$ cat src/rtl/pix_unpack_pkg.sv
package pix_unpack_pkg;
  typedef enum logic [1:0] {BPP_1 = 2'd0, BPP_2 = 2'd1, BPP_4 = 2'd2, BPP_8 = 2'd3} bpp_e;
  typedef enum logic [1:0] {BUS_4 = 2'd0, BUS_8 = 2'd1, BUS_16 = 2'd2, BUS_32 = 2'd3} bus_e;

  // log2 encoded effective configuration
  typedef struct packed {
    logic [2:0] bpp_lg;
    logic [2:0] bus_lg;
    logic [2:0] ratio_lg;
    logic       nibble;
    logic       err;
  } cfg_t;
endpackage

$ cat src/rtl/pix_cfg_decode.sv
module pix_cfg_decode
  import pix_unpack_pkg::*;
(
  input  logic [1:0] bpp_sel_i,
  input  logic [1:0] bus_sel_i,
  input  logic       nib_en_i,
  input  logic       nib_inhibit_i,
  output cfg_t       cfg_o
);
  bpp_e bpp;
  bus_e bus;

  always_comb begin
    bpp = bpp_e'(bpp_sel_i);
    bus = bus_e'(bus_sel_i);
    cfg_o.nibble = nib_en_i & ~nib_inhibit_i;
    case (bpp)
      BPP_1:   cfg_o.bpp_lg = 3'd0;
      BPP_2:   cfg_o.bpp_lg = 3'd1;
      BPP_4:   cfg_o.bpp_lg = 3'd2;
      default: cfg_o.bpp_lg = 3'd3;
    endcase
    case (bus)
      BUS_4:   cfg_o.bus_lg = 3'd2;
      BUS_8:   cfg_o.bus_lg = 3'd3;
      BUS_16:  cfg_o.bus_lg = 3'd4;
      default: cfg_o.bus_lg = 3'd5;
    endcase
    if (cfg_o.nibble) begin
      // four 4-bit pixels out of a compacted 16-bit word
      cfg_o.bpp_lg = 3'd2;
      cfg_o.bus_lg = 3'd4;
    end
    cfg_o.err      = cfg_o.bus_lg < cfg_o.bpp_lg;
    cfg_o.ratio_lg = cfg_o.err ? 3'd0 : cfg_o.bus_lg - cfg_o.bpp_lg;
  end
endmodule

$ cat src/rtl/pix_word_shifter.sv
module pix_word_shifter
  import pix_unpack_pkg::*;
#(
  parameter int PIX_W  = 32,
  parameter int ADDR_W = 8
) (
  input  logic              clk_i,
  input  logic              rst_ni,
  input  cfg_t              cfg_i,
  input  logic              big_endian_i,
  input  logic              nib_flag_i,
  input  logic [PIX_W-1:0]  word_i,
  output logic              load_o,
  output logic              valid_o,
  output logic [ADDR_W-1:0] pix_o
);
  localparam int IDX_W  = $clog2(PIX_W);
  localparam int CNT_W  = IDX_W + 1;
  localparam int NBYTES = PIX_W / 8;

  logic [PIX_W-1:0] nib_word, bus_mask, packed_word, word_q, shifted;
  logic [IDX_W-1:0] idx_q, ratio_m1, pidx, shamt;
  logic [CNT_W-1:0] ratio_full;
  logic             valid_q;

  for (genvar b = 0; b < NBYTES; b++) begin : g_nib
    assign nib_word[4*b +: 4] = nib_flag_i ? word_i[8*b+4 +: 4] : word_i[8*b +: 4];
  end
  assign nib_word[PIX_W-1:PIX_W/2] = '0;

  always_comb begin
    for (int i = 0; i < PIX_W; i++) begin
      bus_mask[i] = unsigned'(i) < (32'd1 << cfg_i.bus_lg);
    end
  end

  assign packed_word = cfg_i.nibble ? nib_word : (word_i & bus_mask);
  assign ratio_full  = CNT_W'(1) << cfg_i.ratio_lg;
  assign ratio_m1    = IDX_W'(ratio_full - CNT_W'(1));
  assign load_o      = ~cfg_i.err & (~valid_q | (idx_q >= ratio_m1));

  always_ff @(posedge clk_i or negedge rst_ni) begin
    if (!rst_ni) begin
      word_q  <= '0;
      idx_q   <= '0;
      valid_q <= 1'b0;
    end else if (cfg_i.err) begin
      idx_q   <= '0;
      valid_q <= 1'b0;
    end else if (load_o) begin
      word_q  <= packed_word;
      idx_q   <= '0;
      valid_q <= 1'b1;
    end else begin
      idx_q   <= idx_q + 1'b1;
    end
  end

  assign pidx    = big_endian_i ? (ratio_m1 - idx_q) : idx_q;
  assign shamt   = pidx << cfg_i.bpp_lg;
  assign shifted = word_q >> shamt;
  assign pix_o   = shifted[ADDR_W-1:0];
  assign valid_o = valid_q;

  // a load always leaves a word on display in the next cycle
  a_r3_load_fills: assert property (@(posedge clk_i) disable iff (!rst_ni)
    load_o |=> valid_q);

  // between loads the pixel index advances by one
  a_r3_idx_step: assert property (@(posedge clk_i) disable iff (!rst_ni)
    (valid_q && !load_o && !cfg_i.err) |=> (idx_q == $past(idx_q) + 1'b1));
endmodule

$ cat src/rtl/pix_addr_merge.sv
module pix_addr_merge #(
  parameter int ADDR_W = 8
) (
  input  logic [2:0]        bpp_lg_i,
  input  logic [ADDR_W-1:0] pix_i,
  input  logic [ADDR_W-1:0] page_i,
  output logic [ADDR_W-1:0] addr_o
);
  localparam int SEL_W = $clog2(ADDR_W) + 1;

  logic [SEL_W-1:0] pix_bits;
  assign pix_bits = SEL_W'(1) << bpp_lg_i;

  for (genvar i = 0; i < ADDR_W; i++) begin : g_bit
    localparam logic [SEL_W-1:0] BIT_POS = SEL_W'(i);
    assign addr_o[i] = (BIT_POS < pix_bits) ? pix_i[i] : page_i[i];
  end
endmodule

$ cat src/rtl/pix_unpack.sv
module pix_unpack
  import pix_unpack_pkg::*;
#(
  parameter int PIX_W  = 32,
  parameter int ADDR_W = 8
) (
  input  logic              clk_i,
  input  logic              rst_ni,
  input  logic [PIX_W-1:0]  pix_word_i,
  input  logic [1:0]        bpp_sel_i,
  input  logic [1:0]        bus_sel_i,
  input  logic              big_endian_i,
  input  logic              nib_en_i,
  input  logic              nib_inhibit_i,
  input  logic              nib_flag_i,
  input  logic [ADDR_W-1:0] page_i,
  output logic              load_o,
  output logic              pal_valid_o,
  output logic [ADDR_W-1:0] pal_addr_o,
  output logic              cfg_err_o
);
  cfg_t              cfg;
  logic              shf_valid;
  logic [ADDR_W-1:0] shf_pix, merged;

  pix_cfg_decode u_dec (
    .bpp_sel_i     (bpp_sel_i),
    .bus_sel_i     (bus_sel_i),
    .nib_en_i      (nib_en_i),
    .nib_inhibit_i (nib_inhibit_i),
    .cfg_o         (cfg)
  );

  pix_word_shifter #(.PIX_W(PIX_W), .ADDR_W(ADDR_W)) u_shf (
    .clk_i        (clk_i),
    .rst_ni       (rst_ni),
    .cfg_i        (cfg),
    .big_endian_i (big_endian_i),
    .nib_flag_i   (nib_flag_i),
    .word_i       (pix_word_i),
    .load_o       (load_o),
    .valid_o      (shf_valid),
    .pix_o        (shf_pix)
  );

  pix_addr_merge #(.ADDR_W(ADDR_W)) u_mrg (
    .bpp_lg_i (cfg.bpp_lg),
    .pix_i    (shf_pix),
    .page_i   (page_i),
    .addr_o   (merged)
  );

  assign cfg_err_o   = cfg.err;
  assign pal_valid_o = shf_valid & ~cfg.err;
  assign pal_addr_o  = pal_valid_o ? merged : '0;

  // illegal setup keeps every output quiet
  a_r9_err_quiet: assert property (@(posedge clk_i) disable iff (!rst_ni)
    cfg_err_o |-> (!load_o && !pal_valid_o && pal_addr_o == '0));

  // single-bit pixels carry seven page bits
  a_r1_page_upper: assert property (@(posedge clk_i) disable iff (!rst_ni)
    (pal_valid_o && !cfg.nibble && bpp_sel_i == 2'd0) |->
      (pal_addr_o[ADDR_W-1:1] == page_i[ADDR_W-1:1]));

  // nibble pixels use the 4-bit page split
  a_r7_nib_page: assert property (@(posedge clk_i) disable iff (!rst_ni)
    (pal_valid_o && nib_en_i && !nib_inhibit_i) |->
      (pal_addr_o[ADDR_W-1:4] == page_i[ADDR_W-1:4]));
endmodule

$ cat config.mk
export PLATFORM = sky130hd
export DESIGN_NAME = pix_unpack
export DESIGN_NICKNAME = d
export VERILOG_FILES = /design/src/rtl/pix_unpack_pkg.sv /design/src/rtl/pix_cfg_decode.sv /design/src/rtl/pix_word_shifter.sv /design/src/rtl/pix_addr_merge.sv /design/src/rtl/pix_unpack.sv
export SDC_FILE = /design/constraint.sdc
export NUM_CORES = 1
export LEC_CHECK = 0
export CAP_MARGIN = 10
export CORE_UTILIZATION = 65
export DETAILED_ROUTE_END_ITERATION = 10
export DONT_BUFFER_PORTS = 1
export PLACE_DENSITY = 0.79
export SETUP_SLACK_MARGIN = 0.4
export SYNTH_ARGS = -nofsm -noshare
export SYNTH_HDL_FRONTEND = slang
export SYNTH_SLANG_ARGS = --single-unit
$ cat constraint.sdc
create_clock -name clk_i -period 10.11 [get_ports clk_i]
set_input_delay 0.5055 -clock clk_i [delete_from_list [all_inputs] [get_ports clk_i]]
set_output_delay 0.5055 -clock clk_i [all_outputs]
set_load 0.05 [all_outputs]
==> flow_metrics.tcl, run 1 <==
set metrics [dict create \
    io-pin-count 61 \
    num_antenna_cells 0 \
    critPathLaunch "nib_inhibit_i" \
    yosysSeqAreaShare_pct 25.44 \
    drive_gt1_share_pct 8.511 \
    slew_headroom_pct 30.88 \
    synthesis.area_um2 3737 \
    syn_inst 438 \
    path_buf_inv 3 \
    synth_edf_count 0 \
    die_h_um 77.83 \
    ys_seq_elements 38 \
    drtPass1Iterations 5 \
    hold_path_class "in2async" \
    timing.critical_path.required_ns 9.60 \
    clock_path_buffers 2 \
    worstSetupStartpointType "primary input" \
    regToRegSetupSlack_ns 7.11 \
    finClkSkew_ns 0.004220 \
    power.density_nw_per_um2 227.4 \
    core_area_um2 5540 \
    fin_crit_sh_pct 66.67 \
    crit_cells 20 \
    period_minus_slack_ns 6.740 \
    cp-end-kind "output port" \
    synth_ff_type "dfrtp_1" \
    cts_buffers 5 \
    tns_ns 0 \
    detail_route.wl_per_cell_um 17.73 \
    hold_viol 0 \
    synth_warnings 0 \
    grt_pass1_vias 3053 \
    path_class "in2out" \
    gp_congestion 0.9245 \
    cp_slowest_cell "a21oi_1" \
    final_common_cell "mux2i_1" \
    via_per_inst 6.291 \
    nets 484 \
    root_buffer "clkbuf_8" \
    grt_usage_pct 30.18 \
    slew_violations 0 \
    clock_latency_ns 0.28 \
    grt_overflow 0 \
    synth_async_sr_flop_share_pct 100.0 \
    status "finished, final reports clean" \
    vias 3114 \
    r2r_cells 11 \
    fmax_mhz 148.4 \
    critPathCapture "pal_addr_o[2]" \
    hpwlAfterDp_um 6831 \
    row_count 27 \
    path_clk_slew_ns 0.07 \
    crit_chain "nand2b_4 > nand2b_1 > inv_1 > ha_1 > a21oi_1 > nand2_1 > inv_1 > or4_1 > ha_1 > xor2_1 > ha_1 > a21oi_1 > a21boi_1 > nor4b_2 > nor4b_4 > buf_4 > mux2_2 > mux2i_1 > o21ai_1 > a21oi_1" \
    crit_path_max_incr_delay_ns 0.82 \
    critical_path.top_delay_family "simple AND/OR/NAND/NOR gates" \
    drt-initial-drc-count 264 \
    synth_cell_type_count 66 \
    tightest_slew_ns 1.040 \
    most-common-layout-cells "90 x mux2i_1, 75 x nand2_1, 38 x dfrtp_1, 30 x nor2_1, 24 x o21ai_0" \
    total_leakage_power_nw 1.987 \
    syn_to_final_growth_pct 1.205 \
    post_cts_buffers 0 \
    drc 0 \
    start_util_pct 67.46 \
    htree_num_levels 2 \
    hold_slack_ns 0.05059 \
    die_w_um 77.83 \
    rsz0062_at_grt "false" \
    die_area_um2 6057 \
    arrival_ns 6.23 \
    irDropWorstVdd_uv 193.5 \
    cts_tree "yes" \
    synth_nets 499 \
    grt_pass1_wl_um 14410 \
    syn_avg_cell_area_um2 8.533 \
    clkSinkCount 38 \
    antenna_found_initial 0 \
    ant_nets 0 \
    max_cap_viol_count 0 \
    finalWirelength_um 8775 \
    grt_max_degree 50 \
    io_buffers 0 \
    r2r-start "u_shf.idx_q[2]" \
    worstPathMaxFanout 29 \
    finalSetupViolCount 0 \
    r2r_end "u_shf.word_q[16]" \
]
==> flip-flops by register name, summed over array words and instances, names as in the netlist <==
name,count
u_shf.idx_q,5
u_shf.valid_o,1
u_shf.word_q,32
==> cell families after synthesis <==
family / synth area share (%)
AND/OR/NAND/NOR: 19.52
multiplexers: 27.49
AO/OA/AOI/OAI: 15.00
buffers and inverters: 6.595
flip-flops: 25.44
adder cells (fa/ha/maj): 4.084
XOR/XNOR: 1.875
==> cells in the mapped netlist, types with 3 or more instances <==
cell type,n,area [um^2]
buf_6,6,67.56
xnor2_1,6,52.55
inv_1,16,60.06
mux2i_1,90,900.9
clkbuf_1,8,30.03
mux2_2,3,33.78
and3_1,3,18.77
ha_1,9,112.6
a21oi_1,19,95.09
o21ai_0,24,120.1
dfrtp_1,38,950.9
a31oi_1,11,68.82
buf_4,3,22.52
o211ai_1,4,30.03
nor3_1,3,15.01
nand2_1,75,281.5
nand2b_1,3,18.77
o21ai_1,3,15.01
nand3_1,20,100.1
nor2_1,30,112.6
buf_2,7,35.03
==> worst reg2reg max path, cell delays in order, from the launching register on <==
cell	delay (ns)
dfrtp_1	0.48
inv_1	0.10
ha_1	0.40
a21oi_1	0.12
a21boi_1	0.27
o21ai_0	0.11
a21oi_1	0.25
or2_1	0.14
buf_4	0.38
inv_2	0.33
nand3_1	0.23
nand2_1	0.07
==> final cells by class <==
class / count / area [um^2]
clock inverter: 2 / 10.01
multi-input combinational: 356 / 2549
sequential: 38 / 950.9
inverter: 17 / 63.81
tap: 72 / 90.09
timing repair buffer: 5 / 50.05
fill: 469 / 1758
clock buffer: 5 / 68.82
==> layer usage <==
layer | share of wire [%] | GRT usage [%]
met5 | 0 | 0
met4 | 1.9 | 9.811
met3 | 5.8 | 4.588
met2 | 44 | 47.26
met1 | 48 | 42.59
==> report_power, final <==
part / switching, mW / internal (mW)
logic: 0.315 / 0.195
clock network: 0.0488 / 0.0462
registers: 0.0555 / 0.200
==> what timing repair did <==
item,4_1_cts,5_1_grt
hold buffers,1,0
endpoints found under the hold margin,38,0
resized for setup,0,0
==> how the worst min path moves through the flow <==
| stage | endpoint | slack [ns] |
|---|---|---|
| after floorplan | u_shf.idx_q[0] | 0.21 |
| after global placement | u_shf.word_q[2] | 0.21 |
| after detailed placement | u_shf.word_q[2] | 0.21 |
| after CTS | u_shf.word_q[2] | 0.05 |
| after global routing | u_shf.word_q[17] | 0.06 |
| final | u_shf.word_q[17] | 0.05 |
==> per-stage QoR <==
stage	cell area, um^2	std cells	setup slack, ns	util, %	power, mW
global route	3782	495	3.004	68.27	0.9217
floorplan	3737	438	4.193	-	0.6718
global placement	3684	487	3.563	66.49	0.7373
finish	3782	495	3.370	68.27	0.8600
detailed placement	3684	487	3.447	66.49	0.7546
CTS	3782	495	3.441	68.27	0.8549
No activity file was read; power rests on OpenSTA's default activity.
==> run 2: changes to the inputs <==
Settings changed: ABC_AREA set to 1.
Clock period 10.11 ns to 6.8 ns, I/O delays scaled along.
==> flow_metrics.tcl, run 2 <==
set metrics [dict create \
    largest_reg_flops 32 \
    synth_nets 743 \
    finClkSkew_ns 0.003313 \
    tns_ns 0 \
    slew_headroom_pct 35.06 \
    synth_commonest_cells "264 x nand2_1, 118 x nand3_1, 72 x o21ai_0" \
    cts_tree "yes" \
    tightest_slew_ns 0.9718 \
    grt_usage_pct 35.30 \
    synth_async_sr_flop_share_pct 100.0 \
    clkSinkCount 38 \
    worstSetupStartpointType "primary input" \
    critical_path.top_delay_family "simple AND/OR/NAND/NOR gates" \
    grt_pass1_vias 3798 \
    drt-initial-drc-count 461 \
    grt_pass1_wl_um 17630 \
    cts_buffers 5 \
    htree_num_levels 2 \
    finalWirelength_um 10940 \
    slew_violations 0 \
    cp-end-kind "output port" \
    hpwlAfterDp_um 8163 \
    finalSetupViolCount 0 \
    num_antenna_cells 0 \
    drive_gt1_share_pct 5.556 \
    p_int_uw 659.5 \
    power_mw 1.442 \
    status "finished, final reports clean" \
    final_util_pct 68.70 \
    detail_route.wl_per_cell_um 14.76 \
    arrival_ns 5.42 \
    cp_slowest_cell "nor3_4" \
    path_clk_slew_ns 0.07 \
    hold_slack_ns 0.2043 \
    row_count 28 \
    via_per_inst 5.991 \
    worst_path_most_repeated_cell "nand2_1" \
    die_h_um 80.71 \
    pwr-share-seq_pct 25.7 \
    gp_congestion 0.9140 \
    die_area_um2 6513 \
    synthesis.area_um2 4026 \
    swShare_pct 54.25 \
    clock_path_buffers 2 \
    fill_cells 561 \
    postPlaceCellArea_um2 3985 \
    most-common-layout-cells "264 x nand2_1, 118 x nand3_1, 72 x o21ai_0, 49 x inv_1, 38 x dfrtp_1" \
    irDropWorstVdd_uv 241.4 \
    drtPass1Iterations 5 \
    yosysSeqAreaShare_pct 23.62 \
    yosys.area.top_type "nand2_1" \
    antenna_found_initial 0 \
    vias 4439 \
    root_buffer "clkbuf_8" \
    dp_slack_ns 1.092 \
    power.switching_uw 782.2 \
    synth_cell_type_count 32 \
    drc 0 \
    fin_crit_sh_pct 84.74 \
    synth_top_cell_area_share_pct 24.61 \
    finalNonFillerCells 741 \
    die_w_um 80.71 \
    hold_viol 0 \
    synth_warnings 0 \
    path_class "in2out" \
    ant_nets 0 \
    yosysMostFrequentCell "nand2_1" \
    pwr-share-clk_pct 9.9 \
    dp_cells 732 \
    crit_path_max_incr_delay_ns 0.62 \
    path_buf_inv 6 \
    syn_inst 682 \
    synth_edf_count 0 \
    fmax_mhz 173.5 \
    final_common_cell "nand2_1" \
    total_leakage_power_nw 2.093 \
    timing.critical_path.required_ns 6.46 \
    netlist_top_cells_area "nand2_1 25%, dfrtp_1 24%, nand3_1 15%" \
    grt_max_degree 45 \
    max_cap_viol_count 0 \
    worstPathMaxFanout 36 \
    power.density_nw_per_um2 352.4 \
    core_area_um2 5956 \
    ys_seq_elements 38 \
    rsz0062_at_grt "false" \
    worst_slack_ns 1.038 \
    syn_to_final_growth_pct 1.616 \
    syn_avg_cell_area_um2 5.904 \
    io-pin-count 61 \
    grt_overflow 0 \
    start_util_pct 67.61 \
    hold_path_class "in2reg" \
    clock_latency_ns 0.28 \
    io_buffers 0 \
    combPwrFrac_pct 64.4 \
    cts-resized-gates 0 \
    nets 727 \
    final_cell_area_um2 4091 \
    post_cts_buffers 0 \
    synth_ff_type "dfrtp_1" \
    largest_register "u_shf.word_q" \
    period_minus_slack_ns 5.762 \
]
==> run 2: changes by cell type after synthesis, sizes merged, moves of 4 or more <==
| cell | delta |
|---|---|
| mux2 | -4 |
| nand3 | +99 |
| nand2 | +193 |
| o21ai | +49 |
| a21oi | -4 |
| nand2b | -4 |
| buf | +7 |
| mux2i | -88 |
| a31oi | -11 |
| xnor2 | -5 |
| o211ai | -5 |
| o21bai | +5 |
| inv | +40 |
==> run 2: final cells by class <==
type	instances	area, um^2	share of cell area [%]
clock buffers	7	76.32	1.865
inverters	57	214.0	5.229
multi-input cells	553	2659	64.98
flip-flops and latches	38	950.9	23.24
well taps	75	93.84	2.294
repair buffers	11	97.59	2.385
==> run 2: path summary, 6_finish.rpt <==
kind / startpoint / end / slack [ns] / cells past startpoint
worst max register to register: u_shf.idx_q[2] / u_shf.word_q[16] / 3.46 / 11
min in group asynchronous: rst_ni / u_shf.word_q[4] / 0.50 / 2
worst min register to register: u_shf.word_q[12] / u_shf.word_q[12] / 0.51 / 2
max in group asynchronous: rst_ni / u_shf.word_q[21] / 6.11 / 2
worst min-delay path: pix_word_i[20] / u_shf.word_q[20] / 0.20 / 2
worst max-delay path: nib_inhibit_i / pal_addr_o[1] / 1.04 / 27
==> run 2: power groups by stage <==
stage                     logic (mW)  clock network [mW]  registers (mW)
after global routing            1.05               0.154           0.379
final                          0.928               0.143           0.371
after detailed placement       0.899                   0           0.372
after CTS                      0.910               0.146           0.368
after global placement         0.879                   0           0.368
after floorplan                0.753                   0           0.351
==> run 2: repair_timing <==
action	in CTS	in global routing
hold endpoints to repair	38	0
hold buffers	2	0
setup endpoints to repair	0	0
==> run 2: kinds of logic (layout without fill, tap and decap cells) <==
kind of cell / count (synthesis) / after routing / synth area share, %
DFF: 38 / 38 / 23.62
muxes: 4 / 4 / 0.9944
and+or+nand+nor: 428 / 428 / 46.21
adders and majority gates: 11 / 11 / 3.791
xor gates and xnor gates: 6 / 6 / 1.305
buffers and inverters: 91 / 75 / 10.35
AOI/OAI and AO/OA: 104 / 104 / 13.74
==> run 2: metal layers <==
layer  wire length [um]  global-route usage (%)  vias up
met5                  0                       0        -
met4                179                   11.07        0
met3                965                   4.545       21
met2               4989                   57.97      236
met1               4801                   48.12     1997
li1                   -                       -     2185
==> run 3: changes to the inputs <==
Clock period 6.8 ns to 5.9 ns, I/O delays scaled along.
==> flow_metrics.tcl, run 3 (synthesized netlist as in run 2, its figures left out) <==
set metrics [dict create \
    status "finished, final reports clean" \
    power.switching_uw 897.2 \
    timing.critical_path.required_ns 5.61 \
    drive_gt1_share_pct 5.838 \
    die_w_um 80.71 \
    fin_crit_sh_pct 85.94 \
    swShare_pct 53.98 \
    detail_route.wl_per_cell_um 14.52 \
    num_antenna_cells 0 \
    drt-initial-drc-count 350 \
    fmax_mhz 197.2 \
    io-pin-count 61 \
    total_leakage_power_nw 2.102 \
    worstSetupStartpointType "primary input" \
    io_buffers 0 \
    clock_path_buffers 2 \
    hold_slack_ns 0.1573 \
    htree_num_levels 2 \
    worst_slack_ns 0.8295 \
    drtPass1Iterations 5 \
    path_clk_slew_ns 0.07 \
    grt_pass1_wl_um 17410 \
    row_count 28 \
    slew_headroom_pct 35.85 \
    die_area_um2 6513 \
    cts_buffers 5 \
    final_common_cell "nand2_1" \
    irDropWorstVdd_uv 221.0 \
    gp_congestion 0.8937 \
    r2r-start "u_shf.idx_q[2]" \
    vias 4388 \
    rsz0062_at_grt "false" \
    period_minus_slack_ns 5.071 \
    worstPathMaxFanout 36 \
    clkSinkCount 38 \
    tightest_slew_ns 0.9587 \
    nets 729 \
    pwr-share-clk_pct 9.8 \
    hold_path_class "in2reg" \
    final_util_pct 68.99 \
    max_cap_viol_count 0 \
    hold_viol 0 \
    largest_reg_flops 32 \
    regToRegSetupSlack_ns 2.99 \
    antenna_found_initial 0 \
    pwr-share-seq_pct 25.6 \
    hpwlAfterDp_um 8074 \
    finClkSkew_ns 0.005698 \
    clock_latency_ns 0.28 \
    power.density_nw_per_um2 404.5 \
    finalWirelength_um 10790 \
    finalSetupViolCount 0 \
    via_per_inst 5.906 \
    root_buffer "clkbuf_8" \
    dp_slack_ns 0.7464 \
    critPathLaunch "nib_inhibit_i" \
    grt_overflow 0 \
    path_class "in2out" \
    grt_usage_pct 34.61 \
    r2r_end "u_shf.word_q[16]" \
    grt_pass1_vias 3790 \
    arrival_ns 4.78 \
    die_h_um 80.71 \
    core_area_um2 5956 \
    tns_ns 0 \
    most-common-layout-cells "264 x nand2_1, 118 x nand3_1, 72 x o21ai_0, 49 x inv_1, 38 x dfrtp_1" \
    grt_max_degree 45 \
    cp-end-kind "output port" \
    cts_tree "yes" \
    ant_nets 0 \
    p_int_uw 764.9 \
    post_cts_buffers 0 \
    r2r_cells 12 \
    drc 0 \
    combPwrFrac_pct 64.6 \
    syn_to_final_growth_pct 2.051 \
    critPathCapture "pal_addr_o[1]" \
    largest_register "u_shf.word_q" \
    slew_violations 0 \
    start_util_pct 67.61 \
]
==> run 3: cell count changes in the layout (fill, tap and decap cells not counted), sizes merged <==
cell and delta:
buf +2
==> run 3: through the flow <==
| stage | instance area, um^2 | power, mW | instances |
|---|---|---|---|
| after global placement | 4000 | 1.444 | 734 |
| after CTS | 4106 | 1.644 | 743 |
| after detailed placement | 4000 | 1.469 | 734 |
| final | 4109 | 1.662 | 743 |
| after floorplan | 4026 | 1.271 | 682 |
| after global routing | 4109 | 1.832 | 743 |
==> run 3: worst min-delay path by stage <==
stage	start	depth (start not counted)	slack (ns)	to
2_1_floorplan	rst_ni	0	-0.0006	u_shf.idx_q[0]
3_3_place_gp	rst_ni	0	0.00005	u_shf.word_q[1]
3_5_place_dp	rst_ni	0	0.00009	u_shf.word_q[0]
4_1_cts	pix_word_i[19]	2	0.16	u_shf.word_q[19]
5_1_grt	pix_word_i[30]	2	0.17	u_shf.word_q[30]
6_report	pix_word_i[19]	2	0.16	u_shf.word_q[19]
==> run 3: power by group through the flow <==
stage | registers, mW | clock network, mW | logic, mW
finish | 0.425 | 0.163 | 1.07
global route | 0.437 | 0.175 | 1.22
CTS | 0.423 | 0.165 | 1.06
detailed placement | 0.427 | 0 | 1.04
global placement | 0.423 | 0 | 1.02
floorplan | 0.404 | 0 | 0.867
==> run 3: layout make-up <==
class                           instances  area (um^2)
Tap cell                               75        93.84
Multi-Input combinational cell        553         2659
Sequential cell                        38        950.9
Timing Repair Buffer                   13        112.6
Fill cell                             569         1847
Clock buffer                            7        76.32
Inverter                               57        216.5
==> run 3: critical path: stages <==
cell     delay (ns)
inv_2          0.04
nand2_4        0.14
nand2_4        0.15
inv_2          0.08
ha_1           0.21
fa_1           0.52
inv_1          0.07
o21ai_0        0.23
nand2_1        0.11
ha_1           0.35
fa_1           0.46
nand2_1        0.08
o21ai_1        0.11
nand2_1        0.15
nand3_4        0.35
inv_4          0.41
nand2_1        0.12
nand2_1        0.07
nand2_1        0.05
nand2_1        0.09
nand2_1        0.05
nand3_1        0.15
nand2_1        0.09
a21oi_1        0.15
buf_4          0.22
==> run 3: repair_timing <==
action	CTS	global route
hold endpoints to repair	38	0
gates resized for setup	0	2
hold buffers	2	0
endpoints found under the setup margin	0	8
==> run 3: per-layer routing <==
metal | up-vias | track usage, % | share of wire (%)
li1 | 2185 | - | -
met2 | 198 | 53.05 | 44
met4 | 0 | 11.07 | 2.4
met1 | 1980 | 50.07 | 46
met3 | 25 | 4.773 | 7.2
met5 | - | 0 | 0
